`src/rtl/flash_rst_pkg.sv`:
```
package flash_rst_pkg;

    typedef enum logic [1:0] {
        PH_ARRAY_RD = 2'd0,
        PH_HELD     = 2'd1,
        PH_SETTLE   = 2'd2
    } phase_t;

    typedef struct packed {
        phase_t phase;
        logic   was_busy;
        logic   rdy_done;
        logic   rh_done;
        logic   entry;
    } recov_stat_t;

    function automatic int frs_max(input int a, input int b);
        return (a > b) ? a : b;
    endfunction

endpackage

```
`src/rtl/frs_sync.sv`:
```
module frs_sync #(
    parameter int   STAGES  = 2,
    parameter logic RST_VAL = 1'b1
) (
    input  logic clk,
    input  logic srst,
    input  logic d_i,
    output logic q_o
);
    logic [STAGES-1:0] chain;

    generate
        if (STAGES == 1) begin : g_single
            always_ff @(posedge clk) begin
                if (srst) chain <= RST_VAL;
                else      chain <= d_i;
            end
        end else begin : g_multi
            always_ff @(posedge clk) begin
                if (srst) chain <= {STAGES{RST_VAL}};
                else      chain <= {chain[STAGES-2:0], d_i};
            end
        end
    endgenerate

    assign q_o = chain[STAGES-1];
endmodule

```
`src/rtl/frs_pulse_qual.sv`:
```
module frs_pulse_qual #(
    parameter int MIN_W = 4
) (
    input  logic clk,
    input  logic srst,
    input  logic low_i,
    output logic held_o
);
    localparam int QW = $clog2(MIN_W + 1);

    logic [QW-1:0] cnt;

    always_ff @(posedge clk) begin
        if (srst)        cnt <= '0;
        else if (!low_i) cnt <= '0;
        else if (cnt != QW'(MIN_W)) cnt <= cnt + 1'b1;
    end

    assign held_o = (cnt == QW'(MIN_W));


    held_needs_low_chk: assert property (@(posedge clk) disable iff (srst)
        held_o |-> $past(low_i));
endmodule

```
`src/rtl/frs_recovery.sv`:
```
module frs_recovery
    import flash_rst_pkg::*;
#(
    parameter int TRDY_BUSY = 40,
    parameter int TRDY_IDLE = 8,
    parameter int TRH       = 3
) (
    input  logic        clk,
    input  logic        srst,
    input  logic        held_i,
    input  logic        pin_low_i,
    input  logic        op_running_i,
    output recov_stat_t stat_o
);
    localparam int RLIM = frs_max(TRDY_BUSY, TRDY_IDLE);
    localparam int RW   = $clog2(RLIM + 1);
    localparam int HW   = $clog2(TRH + 1);

    phase_t        phase;
    logic          was_busy;
    logic          entry_q;
    logic [RW-1:0] rdy_cnt;
    logic [HW-1:0] rh_cnt;
    logic [RW-1:0] lim;
    logic          rdy_done;
    logic          rh_done;
    logic [RW-1:0] rdy_next;
    logic [HW-1:0] rh_next;

    always_comb begin
        lim      = was_busy ? RW'(TRDY_BUSY) : RW'(TRDY_IDLE);
        rdy_done = (rdy_cnt >= lim);
        rh_done  = (rh_cnt == HW'(TRH));
        rdy_next = rdy_done ? rdy_cnt : rdy_cnt + 1'b1;
        if (pin_low_i)    rh_next = '0;
        else if (rh_done) rh_next = rh_cnt;
        else              rh_next = rh_cnt + 1'b1;
    end

    always_ff @(posedge clk) begin
        if (srst) begin
            phase    <= PH_ARRAY_RD;
            was_busy <= 1'b0;
            entry_q  <= 1'b0;
            rdy_cnt  <= '0;
            rh_cnt   <= '0;
        end else begin
            entry_q <= 1'b0;
            unique case (phase)
                PH_ARRAY_RD: begin
                    if (held_i) begin
                        phase    <= PH_HELD;
                        was_busy <= op_running_i;
                        rdy_cnt  <= '0;
                        entry_q  <= 1'b1;
                    end
                end
                PH_HELD: begin
                    rdy_cnt <= rdy_next;
                    if (!pin_low_i) begin
                        phase  <= PH_SETTLE;
                        rh_cnt <= '0;
                    end
                end
                PH_SETTLE: begin
                    if (held_i) begin
                        phase    <= PH_HELD;
                        was_busy <= op_running_i | (was_busy & ~rdy_done);
                        rdy_cnt  <= '0;
                        entry_q  <= 1'b1;
                    end else begin
                        rdy_cnt <= rdy_next;
                        rh_cnt  <= rh_next;
                        if (rh_done && rdy_done && !pin_low_i)
                            phase <= PH_ARRAY_RD;
                    end
                end
                default: phase <= PH_ARRAY_RD;
            endcase
        end
    end

    assign stat_o = '{phase: phase, was_busy: was_busy, rdy_done: rdy_done,
                      rh_done: rh_done, entry: entry_q};


    exit_ready_chk: assert property (@(posedge clk) disable iff (srst)
        (phase == PH_ARRAY_RD && $past(phase) == PH_SETTLE && !$past(srst))
            |-> $past(rdy_done && rh_done));
endmodule

```
`src/rtl/flash_reset_seq.sv`:
```
module flash_reset_seq
    import flash_rst_pkg::*;
#(
    parameter int SYNC_STAGES   = 2,
    parameter int TRP_CYC       = 4,
    parameter int TRDY_BUSY_CYC = 40,
    parameter int TRDY_IDLE_CYC = 8,
    parameter int TRH_CYC       = 3
) (
    input  logic clk,
    input  logic srst,
    input  logic rst_pin_n,
    input  logic op_running,
    input  logic cmd_rd,
    input  logic cmd_wr,
    input  logic oe_n,
    output logic ry_by_n,
    output logic dout_en,
    output logic cmd_accept,
    output logic cmd_reject,
    output logic abort_home,
    output logic abort_flag
);
    logic        pin_s;
    logic        pin_low;
    logic        q_held;
    logic        strobe;
    logic        normal;
    recov_stat_t st;

    frs_sync #(.STAGES(SYNC_STAGES), .RST_VAL(1'b1)) u_sync (
        .clk  (clk),
        .srst (srst),
        .d_i  (rst_pin_n),
        .q_o  (pin_s)
    );

    assign pin_low = ~pin_s;

    frs_pulse_qual #(.MIN_W(TRP_CYC)) u_qual (
        .clk    (clk),
        .srst   (srst),
        .low_i  (pin_low),
        .held_o (q_held)
    );

    frs_recovery #(
        .TRDY_BUSY (TRDY_BUSY_CYC),
        .TRDY_IDLE (TRDY_IDLE_CYC),
        .TRH       (TRH_CYC)
    ) u_recov (
        .clk          (clk),
        .srst         (srst),
        .held_i       (q_held),
        .pin_low_i    (pin_low),
        .op_running_i (op_running),
        .stat_o       (st)
    );

    always_comb begin
        normal     = (st.phase == PH_ARRAY_RD);
        strobe     = cmd_rd | cmd_wr;
        cmd_accept = normal & strobe;
        cmd_reject = (st.phase == PH_SETTLE) & strobe;
        dout_en    = normal & ~oe_n;
        abort_home = st.entry;
        if (normal) ry_by_n = ~op_running;
        else        ry_by_n = ~(st.was_busy & ~st.rdy_done);
    end

    always_ff @(posedge clk) begin
        if (srst)                        abort_flag <= 1'b0;
        else if (st.entry & st.was_busy) abort_flag <= 1'b1;
        else if (cmd_accept)             abort_flag <= 1'b0;
    end


    abort_src_chk: assert property (@(posedge clk) disable iff (srst)
        abort_home |-> $past(q_held));


    flag_src_chk: assert property (@(posedge clk) disable iff (srst)
        $rose(abort_flag) |-> $past(op_running, 2));


    no_drive_after_abort_chk: assert property (@(posedge clk) disable iff (srst)
        $past(abort_home) |-> !dout_en && !cmd_accept);


    reject_excl_chk: assert property (@(posedge clk) disable iff (srst)
        cmd_reject |-> !cmd_accept && !abort_home);
endmodule

```
`config.mk`:
```
export PLATFORM = sky130hd
export DESIGN_NAME = flash_reset_seq
export DESIGN_NICKNAME = d
export VERILOG_FILES = /design/src/rtl/flash_rst_pkg.sv /design/src/rtl/frs_sync.sv /design/src/rtl/frs_pulse_qual.sv /design/src/rtl/frs_recovery.sv /design/src/rtl/flash_reset_seq.sv
export SDC_FILE = /design/constraint.sdc
export NUM_CORES = 1
export LEC_CHECK = 0
export ABC_AREA = 1
export BUFFER_PORTS_ARGS = -buffer_cell sky130_fd_sc_hd__buf_2
export CORE_MARGIN = 5
export CORE_UTILIZATION = 30
export CTS_BUF_LIST = sky130_fd_sc_hd__clkbuf_16
export DETAILED_ROUTE_END_ITERATION = 8
export GPL_ROUTABILITY_DRIVEN = 1
export SYNTH_ARGS = -nofsm -noshare
export SYNTH_HDL_FRONTEND = slang
export SYNTH_SLANG_ARGS = --single-unit
```
`constraint.sdc`:
```
create_clock -name clk -period 1.6 [get_ports clk]
set_input_delay 0.16 -clock clk [delete_from_list [all_inputs] [get_ports clk]]
set_output_delay 0.16 -clock clk [all_outputs]
set_load 0.02 [all_outputs]
```
==> summary.md <==
| Metric | Value |
|---|---|
| Unrepaired setup endpoints after global routing | true |
| Final worst-path cycle share | 101.7% |
| PD cells | 1338 nW/um^2 |
| CTS max path bufs | 2 |
| CTS Root Cell | clkbuf_16 |
| Post-place instance area | 1165 sq um |
| Die W | 69.09 um |
| Fillers | 356 |
| Multi-input logic area | 640.6 sq um |
| Syn avg cell area | 7.029 sq um |
| Actual slew at the worst max-slew pin | 263.7 ps |
| Final worst setup slack | -27.36 ps |
| Final Max Tran Viols | 0 |
| Clock Skew | 1.332 ps |
| Die H | 69.09 um |
| Ys Warns | 0 |
| H-tree levels | 1 |
| CTS tree | built |
| Die area | 4773 sq um |
| FMAX | 614.5 MHz |
| Sequential cell area | 364.1 sq um |
| Port Buffer Count | 12 |
| Final setup fails | 1 |
| Total number of vias | 972 |
| Initial antenna violation count | 0 |
| CP arrival | 1470 ps |
| Flops & latches, synth | 18 |
| Largest net degree at the start of global routing | 11 |
| FP Rows | 21 |
| Critical path class | register to primary output |
| CP Capture Type | primary output |
| CTS sink cnt | 18 |
| Seq/Total Area, Yosys | 34.41% |
| Syn Nets | 166 |
| Share of layout cells above drive strength 1 | 29.07% |
| Net count, final | 190 |
| Global-route wire length before repair | 3864 um |
| Hpwl dp | 1558 um |
| Leakage | 0.6530 nW |
| Worst hold path type | input pin to register |
| Max capacitance violation total | 0 |
| Total Routing Usage GR | 9.729% |
| Outcome | finished with violations |
| DR pass1 iterations | 4 |
| Mapped Cells | 149 |
| Post-route design area | 1369 sq um |
| Final Hold Slack | 87.35 ps |
| Antenna Cells | 0 |
| Final Wtd Congestion | 0.7936 |
| Unique cell type count in the Yosys netlist | 20 |
| Drt wl/cell | 10.57 um |
| Max FO, Critical Path | 3 |
| Antenna Nets Post-Route | 0 |
| CTS Buf Count | 3 |
| Max-slew headroom | 82.42% |
| Grt total ovfl | 0 |
| Total wire length | 2304 um |
| Core area | 3363 sq um |
| Vias in the first global route | 934 |
| Failing checks | setup timing |
| Synthesis-to-finish area growth | 30.70% |
| Hold Vio Cnt, Final | 0 |
| Hold_buf cts | 0 |
| Initial DRC count | 54 |
| Clk_lat worst skew | 250 ps |
| Most frequent cells in the layout | nand2_1 (29), inv_1 (24), nor2_1 (18) |
| Via/cell ratio | 4.459 |
| Type of origin of the critical path | register |
| Required time of the critical path | 1440 ps |
| Post-synthesis cell area | 1047 sq um |
| Initial Utilization | 31.14% |
| Peak supply drop | 0.4327 mV |
| Drt drc | 0 |
| Min Tclk post-route | 1627 ps |
| Commonest non-fill, non-tap cell in the layout | nand2_1 |
| I/O pin count | 13 |
| Clock transition at path regs | 50 ps |
[worst max-delay path: stages (launching register included)]
cell and delay [ps]:
dfxtp_2 340, inv_2 50, ha_4 260, a21oi_4 150
nand2_2 90, nor2_2 110, o21ai_1 60, buf_2 150
[final cells by class]
| cell class | instances | area share (%) |
|---|---|---|
| inverters | 28 | 7.678 |
| clock inverters | 1 | 0.2742 |
| flip-flops and latches | 18 | 26.60 |
| multi-input cells | 103 | 46.80 |
| well taps | 46 | 4.205 |
| repair buffers | 19 | 8.958 |
| clock buffers | 3 | 5.484 |
[through the flow]
stage | setup TNS (ps) | setup WS, ps | std cells | utilization [%] | total power [mW]
2_1_floorplan | 0 | 18.26 | 149 | - | 1.085
3_3_place_gp | 0 | 98.05 | 207 | 34.64 | 1.245
3_5_place_dp | 0 | 64.11 | 207 | 34.64 | 1.249
4_1_cts | 0 | 1.574 | 215 | 38.43 | 1.774
5_1_grt | -476.5 | -117.7 | 218 | 40.70 | 1.974
6_report | -27.36 | -27.36 | 218 | 40.70 | 1.831
[Yosys cell counts (all sizes together)]
cell,count,area (sq um)
nand3b,1,7.510
nand3,6,35.03
nand2,35,161.4
ha,10,125.1
o21ai,9,45.04
or2,2,12.51
nor2,24,107.6
inv,28,105.1
a31oi,2,12.51
dfxtp,18,360.4
a21oi,11,58.81
nor3,2,10.01
nand4,1,6.260
[where the power goes]
part	total, mW	switching, mW	internal [mW]
clock network	0.511	0.179	0.333
logic	0.776	0.482	0.294
registers	0.543	0.0412	0.502
[sequential cells by signal (all words and copies together), names as in the netlist]
register and flops:
abort_flag 1, u_qual.cnt 3, u_recov.entry_q 1, u_recov.phase 2, u_recov.rdy_cnt 6, u_recov.rh_cnt 2, u_recov.was_busy 1, u_sync.chain 2
[worst paths after layout]
check	start	endpoint	slack (ps)	cells after the start
max	u_recov.was_busy$_SDFFE_PP0P_	ry_by_n	-30	7
min	rst_pin_n	u_sync.chain[0]$_SDFF_PP1_	90	2
max reg2reg	u_recov.was_busy$_SDFFE_PP0P_	u_recov.rdy_cnt[4]$_SDFFE_PP0P_	0	11
min reg2reg	u_sync.chain[0]$_SDFF_PP1_	u_sync.chain[1]$_SDFF_PP1_	410	1
[kinds of logic (layout without fill, tap and decap cells)]
| logic type | Yosys count | count (layout) | synth area share, % |
|---|---|---|---|
| simple gates | 71 | 71 | 32.50 |
| buf+inv | 28 | 51 | 10.04 |
| compound gates | 22 | 22 | 11.11 |
| flops | 18 | 18 | 34.41 |
| fa+ha+maj | 10 | 10 | 11.95 |
[per-layer routing]
metal	up-vias	track usage (%)	routed length (um)
met5	-	0	0
met1	437	10.91	1003
met4	0	5.206	53
li1	508	-	-
met3	5	1.744	98
met2	22	17.27	1147
[what timing repair did]
action / in CTS / in global routing
buffers inserted: 4 / 4
cloned: 0 / 0
setup endpoints to repair: 2 / 11
resized for setup: 5 / 16
pin swaps: 3 / 6
(Power assumes the default switching activity.)
